--- config.mk ---
export PLATFORM = sky130hd
export DESIGN_NAME = gpio_port_bank
export DESIGN_NICKNAME = d
export VERILOG_FILES = /design/src/rtl/gpio_bank_pkg.sv /design/src/rtl/gpio_bank_decode.sv /design/src/rtl/gpio_bank_rdmux.sv /design/src/rtl/gpio_bank_regs.sv /design/src/rtl/gpio_port_bank.sv
export SDC_FILE = /design/constraint.sdc
export NUM_CORES = 1
export LEC_CHECK = 0
export ABC_AREA = 1
export CORE_ASPECT_RATIO = 1.5
export CORE_MARGIN = 4
export CORE_UTILIZATION = 25
export DETAILED_ROUTE_END_ITERATION = 16
export PLACE_DENSITY = 0.49
export SETUP_SLACK_MARGIN = 0.05
export SYNTH_ARGS = -nofsm -noshare
export SYNTH_HDL_FRONTEND = slang
export SYNTH_SLANG_ARGS = --single-unit
export TNS_END_PERCENT = 20
--- constraint.sdc ---
create_clock -name clk -period 2.9 [get_ports clk]
set_clock_uncertainty 0.2 [all_clocks]
set_input_delay 0.435 -clock clk [delete_from_list [all_inputs] [get_ports clk]]
set_output_delay 0.435 -clock clk [all_outputs]
set_load 0.005 [all_outputs]
--- src/rtl/gpio_bank_pkg.sv ---
`timescale 1ns/1ps
package gpio_bank_pkg;

  localparam int ADDR_W = 14;
  localparam int DATA_W = 32;
  localparam int LANES  = DATA_W / 8;

  typedef enum logic [3:0] {
    RG_NONE, RG_BYTE, RG_WORD, RG_DIR, RG_MASK,
    RG_PIN,  RG_MPIN, RG_SET,  RG_CLR, RG_TGL
  } region_e;

  localparam logic [1:0] SZ_BYTE = 2'd0;
  localparam logic [1:0] SZ_HALF = 2'd1;

  function automatic logic [LANES-1:0] lane_en(input logic [1:0] lo, input logic [1:0] sz);
    logic [LANES-1:0] r;
    if (sz == SZ_BYTE)      r = 4'b0001 << lo;
    else if (sz == SZ_HALF) r = lo[1] ? 4'b1100 : 4'b0011;
    else                    r = 4'b1111;
    return r;
  endfunction

  function automatic logic [DATA_W-1:0] lane_bits(input logic [LANES-1:0] be);
    logic [DATA_W-1:0] r;
    for (int k = 0; k < LANES; k++) r[8*k +: 8] = {8{be[k]}};
    return r;
  endfunction

endpackage

--- src/rtl/gpio_bank_decode.sv ---
`timescale 1ns/1ps
module gpio_bank_decode
  import gpio_bank_pkg::*;
#(
  parameter int NPINS = 18
) (
  input  logic [ADDR_W-1:0] addr,
  input  logic [1:0]        size,
  output region_e           region,
  output logic [LANES-1:0]  be,
  output logic [DATA_W-1:0] lmask,
  output logic [2:0]        byte_grp,
  output logic [4:0]        alias_pin
);

  localparam logic [9:0] LAST_GRP = 10'((NPINS - 1) / 4);

  logic [1:0] page;
  logic       byte_hit;
  logic       word_hit;
  logic       port_hit;

  assign page      = addr[13:12];
  assign byte_grp  = addr[4:2];
  assign alias_pin = addr[6:2];
  assign be        = lane_en(addr[1:0], size);
  assign lmask     = lane_bits(be);

  assign byte_hit = (page == 2'd0) && (addr[11:2] <= LAST_GRP);
  assign word_hit = (page == 2'd1) && (addr[11:7] == 5'd0) &&
                    (32'(addr[6:2]) < NPINS);
  assign port_hit = (page == 2'd2) && (addr[11:10] == 2'd0) &&
                    (addr[6:2] == 5'd0);

  always_comb begin
    region = RG_NONE;
    if (byte_hit) begin
      region = RG_BYTE;
    end else if (word_hit) begin
      region = RG_WORD;
    end else if (port_hit) begin
      case (addr[9:7])
        3'd0:    region = RG_DIR;
        3'd1:    region = RG_MASK;
        3'd2:    region = RG_PIN;
        3'd3:    region = RG_MPIN;
        3'd4:    region = RG_SET;
        3'd5:    region = RG_CLR;
        3'd6:    region = RG_TGL;
        default: region = RG_NONE;
      endcase
    end
  end

  initial begin
    if (NPINS < 1 || NPINS > 32) $error("NPINS must be in 1..32");
  end

endmodule

--- src/rtl/gpio_bank_rdmux.sv ---
`timescale 1ns/1ps
module gpio_bank_rdmux
  import gpio_bank_pkg::*;
#(
  parameter int NPINS = 18
) (
  input  region_e           region,
  input  logic [LANES-1:0]  be,
  input  logic [DATA_W-1:0] lmask,
  input  logic [2:0]        byte_grp,
  input  logic [4:0]        alias_pin,
  input  logic [NPINS-1:0]  level,
  input  logic [NPINS-1:0]  out_q,
  input  logic [NPINS-1:0]  dir_q,
  input  logic [NPINS-1:0]  mask_q,
  output logic [DATA_W-1:0] rdata
);

  logic [DATA_W-1:0] lvl32;
  logic [DATA_W-1:0] byte_rd;
  logic [DATA_W-1:0] word_rd;
  logic [DATA_W-1:0] port_rd;

  assign lvl32 = DATA_W'(level);

  always_comb begin
    byte_rd = '0;
    for (int k = 0; k < LANES; k++) begin
      if (be[k]) byte_rd[8*k] = lvl32[{byte_grp, 2'(k)}];
    end
  end

  assign word_rd = lvl32[alias_pin] ? lmask : '0;

  always_comb begin
    case (region)
      RG_DIR:  port_rd = DATA_W'(dir_q);
      RG_MASK: port_rd = DATA_W'(mask_q);
      RG_PIN:  port_rd = DATA_W'(level);
      RG_MPIN: port_rd = DATA_W'(level & ~mask_q);
      RG_SET:  port_rd = DATA_W'(out_q);
      default: port_rd = '0;
    endcase
  end

  always_comb begin
    case (region)
      RG_BYTE: rdata = byte_rd;
      RG_WORD: rdata = word_rd;
      RG_NONE: rdata = '0;
      default: rdata = port_rd & lmask;
    endcase
  end

endmodule

--- src/rtl/gpio_bank_regs.sv ---
`timescale 1ns/1ps
module gpio_bank_regs
  import gpio_bank_pkg::*;
#(
  parameter int NPINS = 18
) (
  input  logic              clk,
  input  logic              rst_n,
  input  logic              wr_en,
  input  region_e           region,
  input  logic [LANES-1:0]  be,
  input  logic [DATA_W-1:0] lmask,
  input  logic [2:0]        byte_grp,
  input  logic [4:0]        alias_pin,
  input  logic [DATA_W-1:0] wdata,
  output logic [NPINS-1:0]  out_q,
  output logic [NPINS-1:0]  dir_q,
  output logic [NPINS-1:0]  mask_q
);

  logic [NPINS-1:0] lm;
  logic [NPINS-1:0] wd;
  logic [NPINS-1:0] out_n;
  logic [NPINS-1:0] dir_n;
  logic [NPINS-1:0] mask_n;
  logic             out_en;
  logic             dir_en;
  logic             mask_en;
  logic             any_set;

  assign lm      = lmask[NPINS-1:0];
  assign wd      = wdata[NPINS-1:0];
  assign any_set = |(wdata & lmask);

  assign out_en  = wr_en && (region inside {RG_BYTE, RG_WORD, RG_PIN, RG_MPIN,
                                            RG_SET, RG_CLR, RG_TGL});
  assign dir_en  = wr_en && (region == RG_DIR);
  assign mask_en = wr_en && (region == RG_MASK);

  always_comb begin
    out_n = out_q;
    case (region)
      RG_BYTE: begin
        for (int p = 0; p < NPINS; p++) begin
          if (byte_grp == 3'(p / 4) && be[p % 4]) out_n[p] = wdata[8 * (p % 4)];
        end
      end
      RG_WORD: begin
        for (int p = 0; p < NPINS; p++) begin
          if (alias_pin == 5'(p)) out_n[p] = any_set;
        end
      end
      RG_PIN:  out_n = (out_q & ~lm) | (wd & lm);
      RG_MPIN: out_n = (out_q & (mask_q | ~lm)) | (wd & lm & ~mask_q);
      RG_SET:  out_n = out_q | (wd & lm);
      RG_CLR:  out_n = out_q & ~(wd & lm);
      RG_TGL:  out_n = out_q ^ (wd & lm);
      default: out_n = out_q;
    endcase
  end

  assign dir_n  = (dir_q  & ~lm) | (wd & lm);
  assign mask_n = (mask_q & ~lm) | (wd & lm);

  always_ff @(posedge clk or negedge rst_n) begin
    if (!rst_n) begin
      out_q  <= '0;
      dir_q  <= '0;
      mask_q <= '0;
    end else begin
      if (out_en)  out_q  <= out_n;
      if (dir_en)  dir_q  <= dir_n;
      if (mask_en) mask_q <= mask_n;
    end
  end

  AST_SET_ONLY_RAISES: assert property (@(posedge clk) disable iff (!rst_n)
    (wr_en && region == RG_SET) |=> ((~out_q & $past(out_q)) == '0)) else $error("set cleared a bit");
  AST_CLR_ONLY_LOWERS: assert property (@(posedge clk) disable iff (!rst_n)
    (wr_en && region == RG_CLR) |=> ((out_q & ~$past(out_q)) == '0)) else $error("clear set a bit");
  AST_MPIN_HIDDEN_KEEP: assert property (@(posedge clk) disable iff (!rst_n)
    (wr_en && region == RG_MPIN) |=> ((out_q & $past(mask_q)) == ($past(out_q) & $past(mask_q)))) else $error("hidden bit changed");
  AST_DIR_WORD_LOAD: assert property (@(posedge clk) disable iff (!rst_n)
    (wr_en && region == RG_DIR && be == 4'hF) |=> (dir_q == $past(wd))) else $error("direction not loaded");

endmodule

--- src/rtl/gpio_port_bank.sv ---
`timescale 1ns/1ps
module gpio_port_bank
  import gpio_bank_pkg::*;
#(
  parameter int NPINS = 18
) (
  input  logic              clk,
  input  logic              rst_n,
  input  logic              bus_sel,
  input  logic              bus_wr,
  input  logic [13:0]       bus_addr,
  input  logic [1:0]        bus_size,
  input  logic [31:0]       bus_wdata,
  output logic [31:0]       bus_rdata,
  input  logic [NPINS-1:0]  pin_in,
  input  logic [NPINS-1:0]  pin_analog,
  output logic [NPINS-1:0]  gpio_out,
  output logic [NPINS-1:0]  gpio_oe
);

  region_e           region;
  logic [LANES-1:0]  be;
  logic [DATA_W-1:0] lmask;
  logic [2:0]        byte_grp;
  logic [4:0]        alias_pin;
  logic [NPINS-1:0]  level;
  logic [NPINS-1:0]  out_q;
  logic [NPINS-1:0]  dir_q;
  logic [NPINS-1:0]  mask_q;
  logic [DATA_W-1:0] mux_rd;
  logic              rd_req;
  logic              wr_en;

  assign level  = pin_in & ~pin_analog;
  assign rd_req = bus_sel && !bus_wr;
  assign wr_en  = bus_sel && bus_wr;

  gpio_bank_decode #(.NPINS(NPINS)) u_decode (
    .addr      (bus_addr),
    .size      (bus_size),
    .region    (region),
    .be        (be),
    .lmask     (lmask),
    .byte_grp  (byte_grp),
    .alias_pin (alias_pin)
  );

  gpio_bank_rdmux #(.NPINS(NPINS)) u_rdmux (
    .region    (region),
    .be        (be),
    .lmask     (lmask),
    .byte_grp  (byte_grp),
    .alias_pin (alias_pin),
    .level     (level),
    .out_q     (out_q),
    .dir_q     (dir_q),
    .mask_q    (mask_q),
    .rdata     (mux_rd)
  );

  gpio_bank_regs #(.NPINS(NPINS)) u_regs (
    .clk       (clk),
    .rst_n     (rst_n),
    .wr_en     (wr_en),
    .region    (region),
    .be        (be),
    .lmask     (lmask),
    .byte_grp  (byte_grp),
    .alias_pin (alias_pin),
    .wdata     (bus_wdata),
    .out_q     (out_q),
    .dir_q     (dir_q),
    .mask_q    (mask_q)
  );

  assign bus_rdata = rd_req ? mux_rd : '0;
  assign gpio_out  = out_q;
  assign gpio_oe   = dir_q;

  AST_PORT_UPPER_ZERO: assert property (@(posedge clk) disable iff (!rst_n)
    (rd_req && region inside {RG_DIR, RG_MASK, RG_PIN, RG_MPIN, RG_SET, RG_CLR, RG_TGL})
    |-> (bus_rdata[31:NPINS] == '0)) else $error("upper bits set");
  AST_WORD_ALIAS_FILL: assert property (@(posedge clk) disable iff (!rst_n)
    (rd_req && region == RG_WORD) |-> (bus_rdata == '0 || bus_rdata == lmask)) else $error("word alias not uniform");
  AST_BYTE_ALIAS_HIGH_ZERO: assert property (@(posedge clk) disable iff (!rst_n)
    (rd_req && region == RG_BYTE) |-> ((bus_rdata & 32'hFEFE_FEFE) == '0)) else $error("byte alias high bits");
  AST_IDLE_HOLD: assert property (@(posedge clk) disable iff (!rst_n)
    !bus_sel |=> ($stable(gpio_out) && $stable(gpio_oe))) else $error("state moved while idle");

endmodule

==> results of run 1 <==
==> synth_stat cells, drive strengths merged <==
library cell / instances / area share [%]
nand2: 361 / 22
a2111oi: 1 / 0.14
inv: 175 / 10
dfrtp: 54 / 21
or2: 2 / 0.20
ha: 18 / 3.5
clkinv: 1 / 0.079
nand4: 50 / 5.2
a21boi: 7 / 0.83
a32oi: 1 / 0.14
o21ai: 126 / 10
nor3: 3 / 0.24
o2111ai: 2 / 0.28
o21a: 1 / 0.12
nand3b: 8 / 1.0
buf: 43 / 4.2
o22ai: 1 / 0.099
nand3: 61 / 5.6
clkbuf: 10 / 0.59
o21bai: 9 / 1.1
a21oi: 28 / 2.2
nor2: 163 / 11
==> layer usage <==
layer | global-route usage (%) | routed length, um | vias to the layer above
met5 | 0 | 0 | -
met3 | 2.30 | 1380 | 83
met4 | 13.5 | 2180 | 0
met1 | 25.2 | 12100 | 3934
li1 | - | - | 4183
met2 | 38.7 | 15800 | 272
==> metrics by stage <==
step                util [%]  setup slack (ps)
floorplan                  -               170
global placement        37.6              -780
detailed placement      37.6              -816
CTS                     40.5             -54.5
global route            41.2              -161
finish                  41.2             -64.1
==> path summary, 6_finish.rpt <==
check	startpoint	to	cells past startpoint
max reg2reg	u_regs.out_q[2]	u_regs.out_q[2]	9
max	bus_addr[5]	bus_rdata[7]	17
max in group asynchronous	rst_n	async pin	3
min in group asynchronous	rst_n	async pin	3
min	flip-flop	flip-flop	2
min reg2reg	flip-flop	flip-flop	2
==> repair_timing <==
action | 4_1_cts | 5_1_grt
endpoints found under the hold margin | 54 | 0
setup buffers | 39 | 6
pin swaps | 66 | 43
gates cloned | 2 | 0
endpoints found under the setup margin | 43 | 42
hold buffers | 1 | 0
resized for setup | 263 | 74
==> worst reg2reg max path: cells and delay by family (launching register included) <==
kind,cells,cell delay (ps)
buf+inv,2,210
simple gates,6,430
fa+ha+maj,1,280
flops,1,410
==> power by group <==
group | leakage, nW | internal [W] | total [W] | switching (W)
sequential | 0.707 | 0.000771 | 0.000810 | 0.0000394
combinational | 4.78 | 0.000342 | 0.000704 | 0.000361
clock | 0.0735 | 0.000349 | 0.000681 | 0.000332
==> logic make-up (layout without fill, tap and decap cells) <==
| logic type | Yosys count | count (layout) | share of synthesized area [%] |
|---|---|---|---|
| simple gates | 648 | 649 | 45.1 |
| buf+inv | 229 | 550 | 15.2 |
| compound gates | 176 | 176 | 14.9 |
| flops | 54 | 54 | 21.3 |
| fa+ha+maj | 18 | 18 | 3.55 |
==> cell type report <==
| type | instances | area, um2 |
|---|---|---|
| fill | 2761 | 14700 |
| multi-input combinational | 843 | 4420 |
| timing repair buffer | 366 | 3310 |
| sequential | 54 | 1350 |
| inverter | 176 | 677 |
| tap | 328 | 410 |
| clock buffer | 6 | 139 |
| clock inverter | 2 | 16.3 |
==> reports/metrics.cfg, run 1 <==
[power_and_ir_drop]
power_w = 0.00219
cellPowerDensity_nw_per_um2 = 213
p_leak_nw = 5.56
ir_worst_vdd_v = 0.000224

[place]
placed_area_um2 = 9420
dp_hpwl_um = 24800
dp_cells = 1721
port_buffers = 155
place_congestion = 0.898

[setup_path]
cp_common_cell = nor2_4
r2r_slack_ps = 1260
startpoint_type = primary input
crit_family = simple AND/OR/NAND/NOR gates
cp.arrival_ps = 2330
cp_cell_sequence = buf_8 > nor2_4 > nand2_4 > nor2_4 > buf_6 > nand3_4 > nand2_8 > nand2_4 > nor2_4 > buf_12 > nor2_4 > buf_6 > nor2_4 > buf_6 > nand2_2 > a21oi_2 > buf_2
cp_max_fo = 7
critical_path_class = primary input to output port
crit_required_ps = 2270
cpMaxStageDelayCell = nor2_4
cpPeakStageDelay_ps = 180
end_kind = output port
critical_path_buf_inv_count = 6

[grt]
grt_pass1_wl_um = 48100
grt_start_max_net_pins = 55
grt_overflow = 0
grt_use_total_pct = 21.9
antenna_found_initial = 0
grt_pass1_vias = 8274

[flow_run]
max_cap_violations = 0

[drt]
drt_iter0_markers = 713
first_pass_iters = 5
vias_per_cell = 4.77
ant_nets = 0
finalWirelength_um = 31500
drc = 0
routedWlPerCell_um = 17.8
vias = 8472

[die]
core_um2 = 25100
start_util_pct = 25.3
design.die.area_um2 = 28100
die_y_um = 203
io_pins = 156
fp-row-count = 71
die_x_um = 138

[synthesis]
syn_nets = 1231
syn_inst = 1125
ys_types = 39
synth_area_um2 = 6350
ys_warn_count = 0
postSynthAreaPerCell_um2 = 5.64
synth_seq_cells = 54
ys_seq_area_share_pct = 21.3

[clock_network]
cts_tree = done
cts_root_buf = clkbuf_16
cts_buffers = 5
clk_pin_slew_ps = 80
cts.sinks = 54
htreeDepth = 2
cts_buffer_depth = 2
clk_latency_ps = 310

[run_status]
violations = negative setup slack
status = finished with violations

[timing]
rsz0062_at_grt = yes
setup_ws_ps = -64.1
max_slew_margin_pct = 61.6
slew_violations = 0
period_share_pct = 102
fin_crit_ps = 2960
setup_viol = 9
clock.fmax_ghz = 0.337
report.final.hold_viol_count = 0
worst_pin_slew_ps = 570
whs_ps = 326
tns_ps = -388

[layout]
drive_gt1_share_pct = 27.1
stdcell_count = 1775
final_cell_area_um2 = 10300
diodes = 0
layout_common_cells = 308 x nand2_1, 167 x buf_4, 155 x inv_1, 135 x nor2_1
area_growth_pct = 62.5
layout_commonest_cell = nand2_1
nets = 1552

[worst_hold_path]
hp-class = flip-flop to flip-flop

Note: power is estimated with default switching activity, not from simulation.
==> run 2: changes to the inputs <==
--- a/config.mk
+++ b/config.mk
@@ -10,6 +10,7 @@
 export CORE_MARGIN = 4
 export CORE_UTILIZATION = 25
 export DETAILED_ROUTE_END_ITERATION = 16
+export GPL_TIMING_DRIVEN = 0
 export PLACE_DENSITY = 0.49
 export SETUP_SLACK_MARGIN = 0.05
 export SYNTH_ARGS = -nofsm -noshare
==> constraint.sdc (replaced) <==
create_clock -name clk -period 2.9 [get_ports clk]
set_clock_uncertainty 0.2 [all_clocks]
set_input_delay 0.29 -clock clk [delete_from_list [all_inputs] [get_ports clk]]
set_output_delay 0.29 -clock clk [all_outputs]
set_load 0.005 [all_outputs]
==> reports/metrics.cfg, run 2 (synthesis results as in run 1) <==
[setup_path]
cpMaxStageDelayCell = clkdlybuf4s50_1
cp.arrival_ps = 2350
crit_required_ps = 2410
cp_cell_sequence = clkdlybuf4s50_1 > inv_1 > or2_2 > nor2_4 > a32oi_1 > nand2_2 > nand3_2 > nor2_4 > buf_4 > clkdlybuf4s50_1
cp_max_fo = 6
critical_path_class = primary input to output port
crit_family = buffers and inverters
cpPeakStageDelay_ps = 480
startpoint_type = primary input
end_kind = output port
critical_path_buf_inv_count = 4

[die]
io_pins = 156
die_x_um = 138
start_util_pct = 25.3
fp-row-count = 71
core_um2 = 25100
die_y_um = 203
design.die.area_um2 = 28100

[grt]
grt_start_max_net_pins = 55
grt_pass1_vias = 7823
grt_overflow = 0
grt_pass1_wl_um = 46700
antenna_found_initial = 0
grt_use_total_pct = 21.6

[timing]
max_slew_margin_pct = 44.5
report.final.hold_viol_count = 0
fin_crit_ps = 2840
period_share_pct = 97.9
setup_viol = 0
whs_ps = 319
worst_pin_slew_ps = 833
clock.fmax_ghz = 0.352
slew_violations = 0
rsz0062_at_grt = yes
setup_ws_ps = 60.3

[clock_network]
clk_latency_ps = 320
htreeDepth = 2
cts_buffer_depth = 2
cts_root_buf = clkbuf_16
cts_buffers = 5
cts_tree = done
clk_pin_slew_ps = 70
cts.sinks = 54

[power_and_ir_drop]
ir_worst_vdd_v = 0.000268
cellPowerDensity_nw_per_um2 = 224
power_w = 0.00206
p_leak_nw = 4.89

[drt]
drt_iter0_markers = 624
ant_nets = 0
vias_per_cell = 4.88
finalWirelength_um = 31400
first_pass_iters = 5
vias = 8087
drc = 0
routedWlPerCell_um = 18.9

[layout]
n_fill_cell = 2829
seq_area_um2 = 1350
diodes = 0
area_growth_pct = 45.0
final_cell_area_um2 = 9210
layout_commonest_cell = nand2_1
layout_common_cells = 328 x nand2_1, 156 x inv_1, 143 x nor2_1, 114 x clkdlybuf4s50_1, 109 x o21ai_0
final_util_pct = 36.7
multi_input_area_um2 = 4350
nets = 1435
drive_gt1_share_pct = 16.7

[place]
placed_area_um2 = 8300
dp_hpwl_um = 24100
place_congestion = 0.946
place_ws_ps = -1140
port_buffers = 154

[run_status]
status = completed

[flow_run]
max_cap_violations = 0

[worst_hold_path]
hp-class = flip-flop to flip-flop

## run 2: changes by cell type in the layout (fill, tap and decap cells not counted), sizes merged, moves of 2 or more
cell | previous run | this run
inv | 176 | 174
buf | 241 | 107
clkbuf | 14 | 18
dlymetal6s2s | 3 | 6
clkdlybuf4s50 | 100 | 114
clkdlybuf4s15 | 5 | 1
## run 2: layout make-up
class	count	area share [%]
plain buffers	51	4.43
clock buffers	7	1.55
clock inverters	1	0.0544
inverters	176	7.34
multi-input cells	842	47.2
flip-flops and latches	54	14.7
well taps	328	4.46
repair buffers	199	20.3
## run 2: metal layers
layer / track usage, % / vias up / share of wire (%)
li1: - / 3960 / -
met1: 24.2 / 3756 / 38
met2: 39.5 / 302 / 51
met3: 2.63 / 69 / 5.2
met4: 11.7 / 0 / 5.4
met5: 0 / - / 0
## run 2: metrics by stage
step	TNS (ps)	cells
floorplan	0	1125
global placement	-90950	1607
detailed placement	-44190	1607
CTS	-623	1655
global route	-512	1658
finish	0	1658
## run 2: what timing repair did
item,4_1_cts,5_1_grt
pin swaps,42,8
cloned,2,0
endpoints found under the setup margin,66,40
endpoints found under the hold margin,54,0
hold buffers,1,0
setup buffers,40,3
resized for setup,216,26
## run 2: final timing paths
check,start,endpoint,slack [ps],cells past startpoint
max in group asynchronous,rst_n,async pin,1530,2
min in group asynchronous,rst_n,async pin,410,2
min reg2reg,flip-flop,flip-flop,320,2
max reg2reg,u_regs.out_q[6],u_regs.out_q[6],1220,8
max,pin_in[16],bus_rdata[21],60,10
min,flip-flop,flip-flop,320,2
## run 2: worst register-to-register path, cell delays in order (launching register included)
cell and delay (ps):
dfrtp_1 490, ha_1 330, inv_1 30, nand4_1 90, nand2_1 70, inv_1 50
nand3_1 50, nor2_1 150, a21boi_0 110
## run 2: where the power goes
group / internal, W / total (W) / switching (W)
clock: 0.000345 / 0.000671 / 0.000326
combinational: 0.000243 / 0.000575 / 0.000332
sequential: 0.000771 / 0.000812 / 0.0000409
total: 0.00136 / 0.00206 / 0.000699
